==> src/rtl/wcg_pkg.sv <==
package wcg_pkg;

    // Controller states
    typedef enum logic [1:0] {
        S_EMPTY = 2'd0,
        S_FILL  = 2'd1,
        S_BURST = 2'd2
    } wcg_state_e;

    // Store size codes
    localparam logic [1:0] SZ_BYTE = 2'd0;
    localparam logic [1:0] SZ_HALF = 2'd1;
    localparam logic [1:0] SZ_WORD = 2'd2;

endpackage

==> src/rtl/wcg_line_buf.sv <==
module wcg_line_buf
    import wcg_pkg::*;
#(
    parameter int ADDR_W     = 32,
    parameter int LINE_BYTES = 32,
    parameter int BEAT_BYTES = 4
) (
    input  logic                                    clk,
    input  logic                                    rst_n,
    input  logic                                    wr_en,
    input  logic                                    wr_open,
    input  logic [ADDR_W-$clog2(LINE_BYTES)-1:0]    wr_tag,
    input  logic [$clog2(LINE_BYTES)-1:0]           wr_off,
    input  logic [1:0]                              wr_size,
    input  logic [8*BEAT_BYTES-1:0]                 wr_data,
    input  logic                                    clr,
    input  logic [$clog2(LINE_BYTES/BEAT_BYTES)-1:0] rd_beat,
    output logic [ADDR_W-$clog2(LINE_BYTES)-1:0]    tag_q,
    output logic [LINE_BYTES-1:0]                   mask_q,
    output logic                                    will_fill,
    output logic [8*BEAT_BYTES-1:0]                 rd_data,
    output logic [BEAT_BYTES-1:0]                   rd_be
);
    localparam int OFF_W = $clog2(LINE_BYTES);
    localparam int SEL_W = $clog2(BEAT_BYTES);

    logic [1:0]              sz_eff;
    logic [OFF_W:0]          nbytes;
    logic [OFF_W-1:0]        off_al;
    logic [LINE_BYTES-1:0]   lane_en;
    logic [8*LINE_BYTES-1:0] lane_bytes;
    logic [8*LINE_BYTES-1:0] byte_q;

    // Size clamp and natural alignment of the store offset
    always_comb begin
        sz_eff = (wr_size > SZ_WORD) ? SZ_WORD : wr_size;
        nbytes = (OFF_W+1)'(1) << sz_eff;
        off_al = wr_off & ~(nbytes[OFF_W-1:0] - OFF_W'(1));
    end

    // Per-byte lane steering
    for (genvar i = 0; i < LINE_BYTES; i++) begin : g_lane
        logic [OFF_W:0] pos;
        logic [OFF_W:0] rel;
        assign pos = (OFF_W+1)'(i);
        assign rel = pos - {1'b0, off_al};
        assign lane_en[i] = wr_en && (pos >= {1'b0, off_al}) && (rel < nbytes);
        assign lane_bytes[i*8 +: 8] = wr_data[rel[SEL_W-1:0]*8 +: 8];
    end

    assign will_fill = &(mask_q | lane_en);

    always_ff @(posedge clk) begin
        for (int i = 0; i < LINE_BYTES; i++) begin
            if (lane_en[i]) byte_q[i*8 +: 8] <= lane_bytes[i*8 +: 8];
        end
    end

    always_ff @(posedge clk or negedge rst_n) begin
        if (!rst_n) begin
            mask_q <= '0;
            tag_q  <= '0;
        end else begin
            if (clr)
                mask_q <= '0;
            else
                mask_q <= mask_q | lane_en;
            if (wr_en && wr_open) tag_q <= wr_tag;
        end
    end

    // Beat read port: invalid lanes forced to zero
    always_comb begin
        for (int b = 0; b < BEAT_BYTES; b++) begin
            rd_be[b] = mask_q[{rd_beat, SEL_W'(b)}];
            rd_data[b*8 +: 8] = rd_be[b] ? byte_q[{rd_beat, SEL_W'(b)}*8 +: 8] : 8'h00;
        end
    end

    assert_wipe_R4: assert property (@(posedge clk) disable iff (!rst_n)
        clr |=> (mask_q == '0));

    assert_openempty_R3: assert property (@(posedge clk) disable iff (!rst_n)
        (wr_en && wr_open) |-> (mask_q == '0));

endmodule

==> src/rtl/wcg_idle_timer.sv <==
module wcg_idle_timer #(
    parameter int CNT_W  = 8,
    parameter bit ENABLE = 1'b1
) (
    input  logic             clk,
    input  logic             rst_n,
    input  logic             run,
    input  logic [CNT_W-1:0] limit,
    output logic             expired
);
    if (ENABLE) begin : g_on
        logic [CNT_W-1:0] cnt_q;

        always_ff @(posedge clk or negedge rst_n) begin
            if (!rst_n)
                cnt_q <= '0;
            else if (!run)
                cnt_q <= '0;
            else if (cnt_q < limit)
                cnt_q <= cnt_q + 1'b1;
        end

        assign expired = run && (limit != '0) && (cnt_q == limit);

        assert_quiet_R10: assert property (@(posedge clk) disable iff (!rst_n)
            (limit == '0) |-> !expired);
    end else begin : g_off
        logic unused_timer;
        assign unused_timer = ^{clk, rst_n, run, limit};
        assign expired = 1'b0;
    end

endmodule

==> src/rtl/wc_gather.sv <==
module wc_gather
    import wcg_pkg::*;
#(
    parameter int ADDR_W     = 32,
    parameter int LINE_BYTES = 32,
    parameter int BEAT_BYTES = 4,
    parameter int IDLE_W     = 8,
    parameter bit IDLE_EN    = 1'b1
) (
    input  logic                    clk,
    input  logic                    rst_n,
    input  logic                    st_valid,
    output logic                    st_ready,
    input  logic [ADDR_W-1:0]       st_addr,
    input  logic [1:0]              st_size,
    input  logic [8*BEAT_BYTES-1:0] st_data,
    input  logic                    flush_req,
    output logic                    flush_done,
    input  logic [IDLE_W-1:0]       idle_limit,
    output logic                    bw_valid,
    input  logic                    bw_ready,
    output logic [ADDR_W-1:0]       bw_addr,
    output logic [8*BEAT_BYTES-1:0] bw_data,
    output logic [BEAT_BYTES-1:0]   bw_be,
    output logic                    bw_last
);
    localparam int OFF_W  = $clog2(LINE_BYTES);
    localparam int TAG_W  = ADDR_W - OFF_W;
    localparam int BEATS  = LINE_BYTES / BEAT_BYTES;
    localparam int BIDX_W = $clog2(BEATS);
    localparam logic [BIDX_W-1:0] LAST_BEAT = BIDX_W'(BEATS - 1);

    wcg_state_e            state_q, state_d;
    logic [BIDX_W-1:0]     beat_q;
    logic [TAG_W-1:0]      tag_q;
    logic [LINE_BYTES-1:0] mask_q;
    logic                  will_fill;
    logic                  hit;
    logic                  accept;
    logic                  retire;
    logic                  idle_run;
    logic                  idle_exp;

    assign hit      = (st_addr[ADDR_W-1:OFF_W] == tag_q);
    assign accept   = st_valid && st_ready;
    assign retire   = (state_q == S_BURST) && bw_ready && (beat_q == LAST_BEAT);
    assign idle_run = (state_q == S_FILL) && !st_valid && !flush_req;

    wcg_line_buf #(
        .ADDR_W     (ADDR_W),
        .LINE_BYTES (LINE_BYTES),
        .BEAT_BYTES (BEAT_BYTES)
    ) u_line (
        .clk       (clk),
        .rst_n     (rst_n),
        .wr_en     (accept),
        .wr_open   (state_q == S_EMPTY),
        .wr_tag    (st_addr[ADDR_W-1:OFF_W]),
        .wr_off    (st_addr[OFF_W-1:0]),
        .wr_size   (st_size),
        .wr_data   (st_data),
        .clr       (retire),
        .rd_beat   (beat_q),
        .tag_q     (tag_q),
        .mask_q    (mask_q),
        .will_fill (will_fill),
        .rd_data   (bw_data),
        .rd_be     (bw_be)
    );

    wcg_idle_timer #(
        .CNT_W  (IDLE_W),
        .ENABLE (IDLE_EN)
    ) u_idle (
        .clk     (clk),
        .rst_n   (rst_n),
        .run     (idle_run),
        .limit   (idle_limit),
        .expired (idle_exp)
    );

    // State and beat registers
    always_ff @(posedge clk or negedge rst_n) begin
        if (!rst_n) begin
            state_q <= S_EMPTY;
            beat_q  <= '0;
        end else begin
            state_q <= state_d;
            if (state_q == S_BURST && bw_ready)
                beat_q <= (beat_q == LAST_BEAT) ? '0 : beat_q + 1'b1;
        end
    end

    // Transitions: open, complete, evict, fence, timeout, retire
    always_comb begin
        state_d = state_q;
        unique case (state_q)
            S_EMPTY: begin
                if (accept) state_d = will_fill ? S_BURST : S_FILL;
            end
            S_FILL: begin
                if (accept && will_fill)
                    state_d = S_BURST;
                else if (flush_req || (st_valid && !hit) || idle_exp)
                    state_d = S_BURST;
            end
            S_BURST: begin
                if (retire) state_d = S_EMPTY;
            end
            default: state_d = S_EMPTY;
        endcase
    end

    // Outputs
    always_comb begin
        st_ready   = 1'b0;
        flush_done = 1'b0;
        bw_valid   = 1'b0;
        bw_last    = 1'b0;
        unique case (state_q)
            S_EMPTY: begin
                st_ready   = !flush_req;
                flush_done = flush_req;
            end
            S_FILL: begin
                st_ready = !flush_req && hit;
            end
            S_BURST: begin
                bw_valid = 1'b1;
                bw_last  = (beat_q == LAST_BEAT);
            end
            default: ;
        endcase
        bw_addr = {tag_q, OFF_W'(0)};
    end

    assert_hold_R5: assert property (@(posedge clk) disable iff (!rst_n)
        (bw_valid && !bw_ready) |=> (bw_valid && $stable(bw_data) && $stable(bw_be)
                                     && $stable(bw_addr) && $stable(bw_last)));

    assert_stall_R6: assert property (@(posedge clk) disable iff (!rst_n)
        bw_valid |-> !st_ready);

    assert_full_R7: assert property (@(posedge clk) disable iff (!rst_n)
        ($countones(mask_q) == LINE_BYTES) |-> bw_valid);

    assert_fence_R8: assert property (@(posedge clk) disable iff (!rst_n)
        flush_req |-> !st_ready);

    assert_done_R9: assert property (@(posedge clk) disable iff (!rst_n)
        flush_done |-> (!bw_valid && mask_q == '0));

    assert_end_R4: assert property (@(posedge clk) disable iff (!rst_n)
        (bw_valid && bw_ready && bw_last) |=> !bw_valid);

endmodule

==> config.mk <==
export PLATFORM = sky130hd
export DESIGN_NAME = wc_gather
export DESIGN_NICKNAME = d
export VERILOG_FILES = /design/src/rtl/wcg_pkg.sv /design/src/rtl/wcg_line_buf.sv /design/src/rtl/wcg_idle_timer.sv /design/src/rtl/wc_gather.sv
export SDC_FILE = /design/constraint.sdc
export NUM_CORES = 1
export LEC_CHECK = 0
export BUFFER_PORTS_ARGS = -buffer_cell sky130_fd_sc_hd__buf_2
export CAP_MARGIN = 20
export CORE_MARGIN = 4
export CORE_UTILIZATION = 40
export DETAILED_ROUTE_END_ITERATION = 10
export PLACE_DENSITY = 0.55
export SLEW_MARGIN = 20
export SYNTH_ARGS = -nofsm -noshare
export SYNTH_HDL_FRONTEND = slang
export SYNTH_SLANG_ARGS = --single-unit
==> constraint.sdc <==
create_clock -name clk -period 3.15 [get_ports clk]
set_input_delay 0.315 -clock clk [delete_from_list [all_inputs] [get_ports clk]]
set_output_delay 0.315 -clock clk [all_outputs]
set_load 0.05 [all_outputs]
==> results of run 1 <==
-- sequential cells by signal (all words and copies together), names as in the netlist --
| register | flops |
|---|---|
| u_line.mask_q | 32 |
| beat_q | 3 |
| u_line.tag_q | 27 |
| u_idle.g_on.cnt_q | 8 |
| u_line.byte_q | 256 |
| state_q | 2 |
-- worst paths after layout --
check,startpoint,slack [ns],end,cells past startpoint
min reg2reg,u_line.mask_q[14]$_DFF_PN0_,0.52,u_line.mask_q[14]$_DFF_PN0_,2
max,beat_q[0]$_DFFE_PN0P_,0.18,bw_data[4],5
max reg2reg,u_line.tag_q[24]$_DFFE_PN0P_,0.23,state_q[1]$_DFFE_PN0P_,11
max in group asynchronous,rst_n,2.00,u_line.tag_q[8]$_DFFE_PN0P_,3
min,st_addr[17],0.05,u_line.tag_q[12]$_DFFE_PN0P_,2
min in group asynchronous,rst_n,0.39,u_line.tag_q[17]$_DFFE_PN0P_,2
-- power groups by stage --
stage / Sequential, mW / Clock (mW) / Combinational [mW]
2_1_floorplan: 6.15 / 0 / 4.37
3_3_place_gp: 5.84 / 0 / 6.73
3_5_place_dp: 5.86 / 0 / 6.75
4_1_cts: 5.78 / 4.06 / 6.77
5_1_grt: 5.84 / 4.27 / 7.11
6_report: 5.76 / 3.95 / 6.67
-- per-layer routing --
layer	up-vias	global-route usage	wire (um)
met2	292	0.313	21000
met4	0	0.0407	689
met5	-	0	0
li1	4811	-	-
met3	46	0.0288	2310
met1	5437	0.293	20100
-- cell families after synthesis --
kind of cell	synth area share
other cells	0.000463
flops	0.586
compound gates	0.0572
simple gates	0.0736
mux	0.185
xor+xnor	0.0238
buf+inv	0.0273
fa+ha+maj	0.0471
-- through the flow --
step	worst slack (ns)	hold WS [ns]
2_1_floorplan	-0.107	0.0194
3_3_place_gp	-0.100	0.409
3_5_place_dp	-0.258	0.407
4_1_cts	0.0570	0.0327
5_1_grt	0.00626	0.0349
6_report	0.180	0.0524
-- critical path: stages (launching register included) --
cell,delay [ns]
dfrtp_4,0.76
buf_4,0.34
mux4_2,0.54
mux2i_1,0.21
nor2_1,0.06
buf_2,0.21
-- final cells by class --
cell class,count,share of cell area
Antenna cell,1,0.000127
Clock buffer,43,0.0490
Clock inverter,20,0.00639
Inverter,50,0.0101
Multi-Input combinational cell,700,0.326
Sequential cell,328,0.480
Tap cell,525,0.0332
Timing Repair Buffer,272,0.0946
-- synth_stat cells (15+ instances only) --
library cell  number  area (um^2)
edfxtp_1         256         7690
nor2_1           110          413
mux4_2            88         1980
dfrtp_1           72         1800
mux2i_1           69          691
ha_1              61          763
a21oi_1           45          225
inv_1             45          169
xnor2_1           36          315
nand2_1           34          128
clkbuf_1          33          124
mux2_2            29          327
nand3_1           20          100
a31oi_1           18          113
and3_1            17          106
buf_1             16         60.1
nand4_1           15         93.8
o21ai_0           15         75.1
-- what timing repair did --
item | in CTS | in global routing
resized for setup | 0 | 2
hold buffers | 1 | 0
setup endpoints to repair | 0 | 2
endpoints found under the hold margin | 53 | 0
setup buffers | 0 | 0
-- layout by cell type (no fill, tap or decap), types with 6 or more instances in the layout --
| cell | instances |
|---|---|
| edfxtp_1 | 256 |
| inv_1 | 45 |
| nor2_1 | 109 |
| a31oi_1 | 18 |
| o21ai_0 | 15 |
| nor3_1 | 8 |
| and2_1 | 9 |
| a21o_1 | 6 |
| clkbuf_16 | 38 |
| buf_2 | 144 |
| ha_1 | 59 |
| dfrtp_1 | 69 |
| xor2_1 | 8 |
| a21oi_1 | 44 |
| a31o_2 | 6 |
| mux2_2 | 29 |
| nand2_1 | 34 |
| buf_12 | 15 |
| clkinv_1 | 9 |
| clkinv_2 | 8 |
| mux4_2 | 88 |
| xnor2_1 | 36 |
| mux2i_1 | 69 |
| nand3_1 | 20 |
| and3_1 | 16 |
| conb_1 | 21 |
| nand4_1 | 15 |
| buf_4 | 112 |
==> summary.txt, run 1 <==
Run status
  • Status: complete, no violations

Timing
  • Period utilization: 0.943
  • Actual slew at the worst max-slew pin: around 0.89 ns
  • Max_slew headroom: 0.390
  • FMAX: 337 MHz
  • RSZ-0062 raised after global routing: false
  • Final Setup Violations: 0
  • Clk_skew: between 0.01 and 0.015 ns
  • Final min period: approximately 3 ns
  • Slew Viols, Final: 0
  • Final hold vios: 0
  • Final TNS setup: 0 ns

Global route
  • Initial antenna violation count: 0
  • GRT Total Usage: 0.197
  • Grt ovf: 0
  • Vias in the first global route: 10600
  • Largest net degree at the start of global routing: 55
  • First-pass GRT wire length: ~66000 um

Detailed routing
  • Antenna viol nets, final: 0
  • First drt pass iteration count: 5
  • First-iteration detailed-routing DRC count: between 800 and 900
  • Drt via density: about 5.5
  • Vias: 10586
  • Drt wl/cell: between 20 and 25 um
  • DRC errors left: 0
  • Final WL: ~44000 um

Flow run
  • Max-cap violations: 0

Placement
  • Post-DP HPWL: 32200 um
  • GPL Wtd Cong: ~0.9
  • Area after DPL: ~19000 um^2
  • PortBufs: between 100 and 150
  • Dpl cells: roughly 1900

Power and ir drop
  • Worst IR Drop VDD: between 0.5 and 0.6 mV
  • Internal power: 9.93 mW
  • Reg power frac: 0.352
  • P_leak: approximately 7.7 nW
  • Clk pwr share: 0.241
  • Sw Share: 0.394
  • Net Sw Power: 6.45 mW
  • Combinational share of power: 0.407
  • PD cells: around 830 nW/um^2
  • Final Power: around 16 mW

Layout
  • Fill cells: 3500
  • Post-route cell area: approximately 20000 um^2
  • Register area: 9500 um^2
  • Area growth, synth to finish: 22.1%
  • Final Non-Filler Cells: approximately 1900
  • Post-layout util: 0.496
  • Nets: roughly 1500
  • Multi-input logic area: 6460 um^2
  • Fraction of layout cells with a size suffix above 1: 0.338

Clock tree
  • Clock Latency Late Sink: approximately 0.53 ns
  • TritonCTS Buffers: 36
  • Clk buf depth: 3
  • Worst-path clk slew: approximately 0.060 ns
  • H-tree levels: 2
  • Clock sinks: 328
  • Root Driver: clkbuf_16
  • CTS tree: yes

Die
  • Die Width: around 210 um
  • Std cell rows: between 70 and 80
  • IO Count: ~150
  • Core Box Area: ~40000 um^2
  • Height of the die: 209 um
  • Starting Density: 0.406
  • Die Area: ~44000 um^2

Synthesis
  • Syn Area/Cell: 14.5 um^2
  • Yosys warnings: 0
  • Share of flip-flops with an asynchronous set or reset: 0.220
  • Gate count of the mapped netlist: around 1100
  • Unique masters post-synth: 66
  • FF+latch count, synth: ~330
  • Sequential element share of the synthesized area: 0.586
  • EDFF count, synth: ~260
  • Mapped cell area: 16200 um^2
  • Synth Flop Type: edfxtp_1

Worst setup path
  • WP data arrival: roughly 2.7 ns
  • CP endpoint kind: primary output
  • Crit-path max FO: 23
  • Startpoint Class: register
  • Critical path class: reg2out
  • CP required: 2.83 ns

Worst hold path
  • Worst min path class: in2reg
Note: power is estimated with default switching activity, not from simulation.
==> run 2, diff against run 1 <==
Settings changed: ABC_AREA from default to 1.
==> run 2 against run 1 <==
Effect of this change:
- critical path depth increased by 4
- register-to-register slack gained 0.29 ns
- sequential share of layout area down 2.8 points
- clock skew grew 0.0072 ns
- combinational power up 25%
- hold slack worse by 0.0093 ns
==> summary.txt, run 2 <==
Synthesis
  • Synth cell count leaders: 425 x nand2_1, 256 x edfxtp_1, 240 x o21ai_0, 223 x inv_1, 215 x nor2_1
  • Mapped cell area: about 17000 um^2
  • Yosys top cell area share: 0.444
  • Share of flip-flops with an asynchronous set or reset: 0.220
  • EDFF count, synth: around 260
  • Top-count cell post-synth: nand2_1
  • Cell taking the most area after synthesis: edfxtp_1
  • Gate count of the mapped netlist: 1929
  • Yosys warnings: 0
  • Sequential element share of the synthesized area: 0.547
  • Syn Area/Cell: about 9 um^2
  • FF+latch count, synth: between 300 and 400
  • Top post-synthesis cells by area: edfxtp_1 44%, dfrtp_1 10%, nand2_1 9.2%
  • Synth Flop Type: edfxtp_1
  • Unique masters post-synth: 46

Flow run
  • Max-cap violations: 0

Placement
  • Dpl cells: 2700
  • Pre-CTS setup slack: -0.0920 ns
  • GPL Wtd Cong: approximately 0.92
  • Post-DP HPWL: between 30000 and 40000 um
  • PortBufs: 145

Die
  • Height of the die: 216 um
  • Starting Density: 0.403
  • Die Width: approximately 220 um
  • IO Count: between 150 and 200
  • Std cell rows: 76
  • Die Area: 46700 um^2
  • Core Box Area: 43000 um^2

Global route
  • Vias in the first global route: about 14000
  • Initial antenna violation count: 3
  • Grt ovf: 0
  • GRT Total Usage: 0.211
  • Largest net degree at the start of global routing: 114
  • First-pass GRT wire length: roughly 77000 um

Layout
  • Fraction of layout cells with a size suffix above 1: 0.159
  • Largest register FFs: about 260
  • Most frequent cells in the layout: 425 x nand2_1, 256 x edfxtp_1, 238 x o21ai_0, 221 x inv_1, 213 x nor2_1
  • Fill cells: roughly 4200
  • Area growth, synth to finish: 21.0%
  • Multi-input logic area: between 6000 and 7000 um^2
  • Nets: 2313
  • Most common cell after layout, fill and taps aside: nand2_1
  • Final Non-Filler Cells: 2785
  • Reg with most FFs: u_line.byte_q
  • Register area: around 9500 um^2
  • Top Registers: u_line.byte_q x256, u_line.mask_q x32, u_line.tag_q x27

Worst setup path
  • Startpoint Class: register
  • WP data arrival: about 2.7 ns
  • Slowest-stage cell, CP: inv_2
  • Crit-path max FO: 37
  • Worst Reg-to-Reg Cells: 17
  • Reg-to-Reg End: state_q[1]$_DFFE_PN0P_
  • Most frequent CP cell: nand2_1
  • Crit path from: beat_q[1]$_DFFE_PN0P_
  • CP max stage delay: 0.55 ns
  • Flop2flop setup slack: around 0.52 ns
  • CP endpoint kind: primary output
  • Critical path class: reg2out
  • Worst setup endpoint: bw_data[13]
  • Worst r2r src: u_line.tag_q[14]$_DFFE_PN0P_
  • CP Cell Sequence: inv_2 -> buf_4 -> o21ai_0 -> o22ai_1 -> nand2_1 -> nand2_1 -> nand2_1 -> inv_1 -> buf_2
  • CP required: between 2 and 3 ns

Detailed routing
  • Drt via density: approximately 5.1
  • DRC errors left: 0
  • Antenna viol nets, final: 0
  • Drt wl/cell: between 15 and 20 um
  • First-iteration detailed-routing DRC count: ~1200
  • Final WL: just over 50000 um
  • First drt pass iteration count: 5
  • Vias: 14267

Timing
  • Period utilization: 0.946
  • Max_slew headroom: 0.251
  • Actual slew at the worst max-slew pin: roughly 1.1 ns
  • Setup ws final: about 0.17 ns
  • FMAX: roughly 340 MHz
  • Final Setup Violations: 0
  • Final min period: 2.98 ns
  • Final hold vios: 0
  • Fin Hold WS: 0.0431 ns
  • Clk_skew: between 0.02 and 0.025 ns
  • RSZ-0062 raised after global routing: false
  • Slew Viols, Final: 0

Clock tree
  • Worst-path clk slew: about 0.070 ns
  • Root Driver: clkbuf_16
  • CTS tree: yes
  • TritonCTS Buffers: 36
  • Clock sinks: around 330
  • H-tree levels: 2
  • Clk buf depth: 3
  • Clock Latency Late Sink: between 0.5 and 0.6 ns

Power and ir drop
  • P_leak: 9.35 nW
  • Worst IR Drop VDD: 0.855 mV
  • PD cells: around 860 nW/um^2

Run status
  • Status: complete, no violations

Worst hold path
  • Worst min path class: in2reg
-- run 2: logic make-up after synthesis --
kind of cell,count (synthesis),synth area share
adder cells (fa/ha/maj),61,0.0440
multiplexers,19,0.0123
AO/OA/AOI/OAI,410,0.128
buffers and inverters,330,0.0756
XOR/XNOR,34,0.0172
AND/OR/NAND/NOR,745,0.175
flip-flops,328,0.547
other,2,0.000433
-- run 2: final cells by class --
| cell class | instances | area share |
|---|---|---|
| clock inverters | 21 | 0.0111 |
| clock buffers | 43 | 0.0442 |
| flip-flops and latches | 328 | 0.453 |
| diodes | 1 | 0.000119 |
| multi-input cells | 1290 | 0.316 |
| repair buffers | 288 | 0.100 |
| inverters | 229 | 0.0412 |
| well taps | 585 | 0.0349 |
-- run 2: how the worst min path moves through the flow --
stage                 from                      endpoint  slack (ns)  cells past startpoint
2_1_floorplan        rst_n         beat_q[0]$_DFFE_PN0P_        0.02                      0
3_3_place_gp         rst_n   u_line.tag_q[9]$_DFFE_PN0P_        0.49                      1
3_5_place_dp         rst_n  u_line.tag_q[12]$_DFFE_PN0P_        0.49                      1
4_1_cts        st_addr[29]  u_line.tag_q[24]$_DFFE_PN0P_       0.007                      3
5_1_grt        st_addr[25]  u_line.tag_q[20]$_DFFE_PN0P_        0.03                      3
6_report       st_addr[29]  u_line.tag_q[24]$_DFFE_PN0P_        0.04                      3
-- run 2: power by group --
part           switching, mW  internal, mW  total (mW)
combinational           6.08          2.28        8.36
clock                   1.75          2.45        4.20
sequential             0.281          5.22        5.50
total                   8.11          9.95        18.1
-- run 2: critical path: cells and delay by family, from the launching register on --
family	cells	cell delay [ns]
AOI/OAI and AO/OA	2	0.24
DFF	1	0.40
and+or+nand+nor	3	0.26
buffers and inverters	4	1.21
-- run 2: what timing repair did --
item / CTS / global route
gates resized for setup: 0 / 2
hold endpoints to repair: 85 / 0
buffers inserted: 0 / 0
setup endpoints to repair: 0 / 22
hold buffers: 20 / 0
-- run 2: layer usage --
layer	track usage	wire length (um)
met1	0.287	22200
met3	0.0377	3180
met5	0	21
met4	0.0627	1350
met2	0.347	23600
-- run 2: per-stage QoR --
stage	power, mW	instance area (um^2)	TNS (ns)	util
after floorplan	11.5	17400	0	-
after global placement	13.9	19600	-0.190	0.456
after detailed placement	13.9	19600	-0.162	0.456
after CTS	18.2	21000	0	0.488
after global routing	19.1	21000	0	0.488
final	18.1	21000	0	0.488
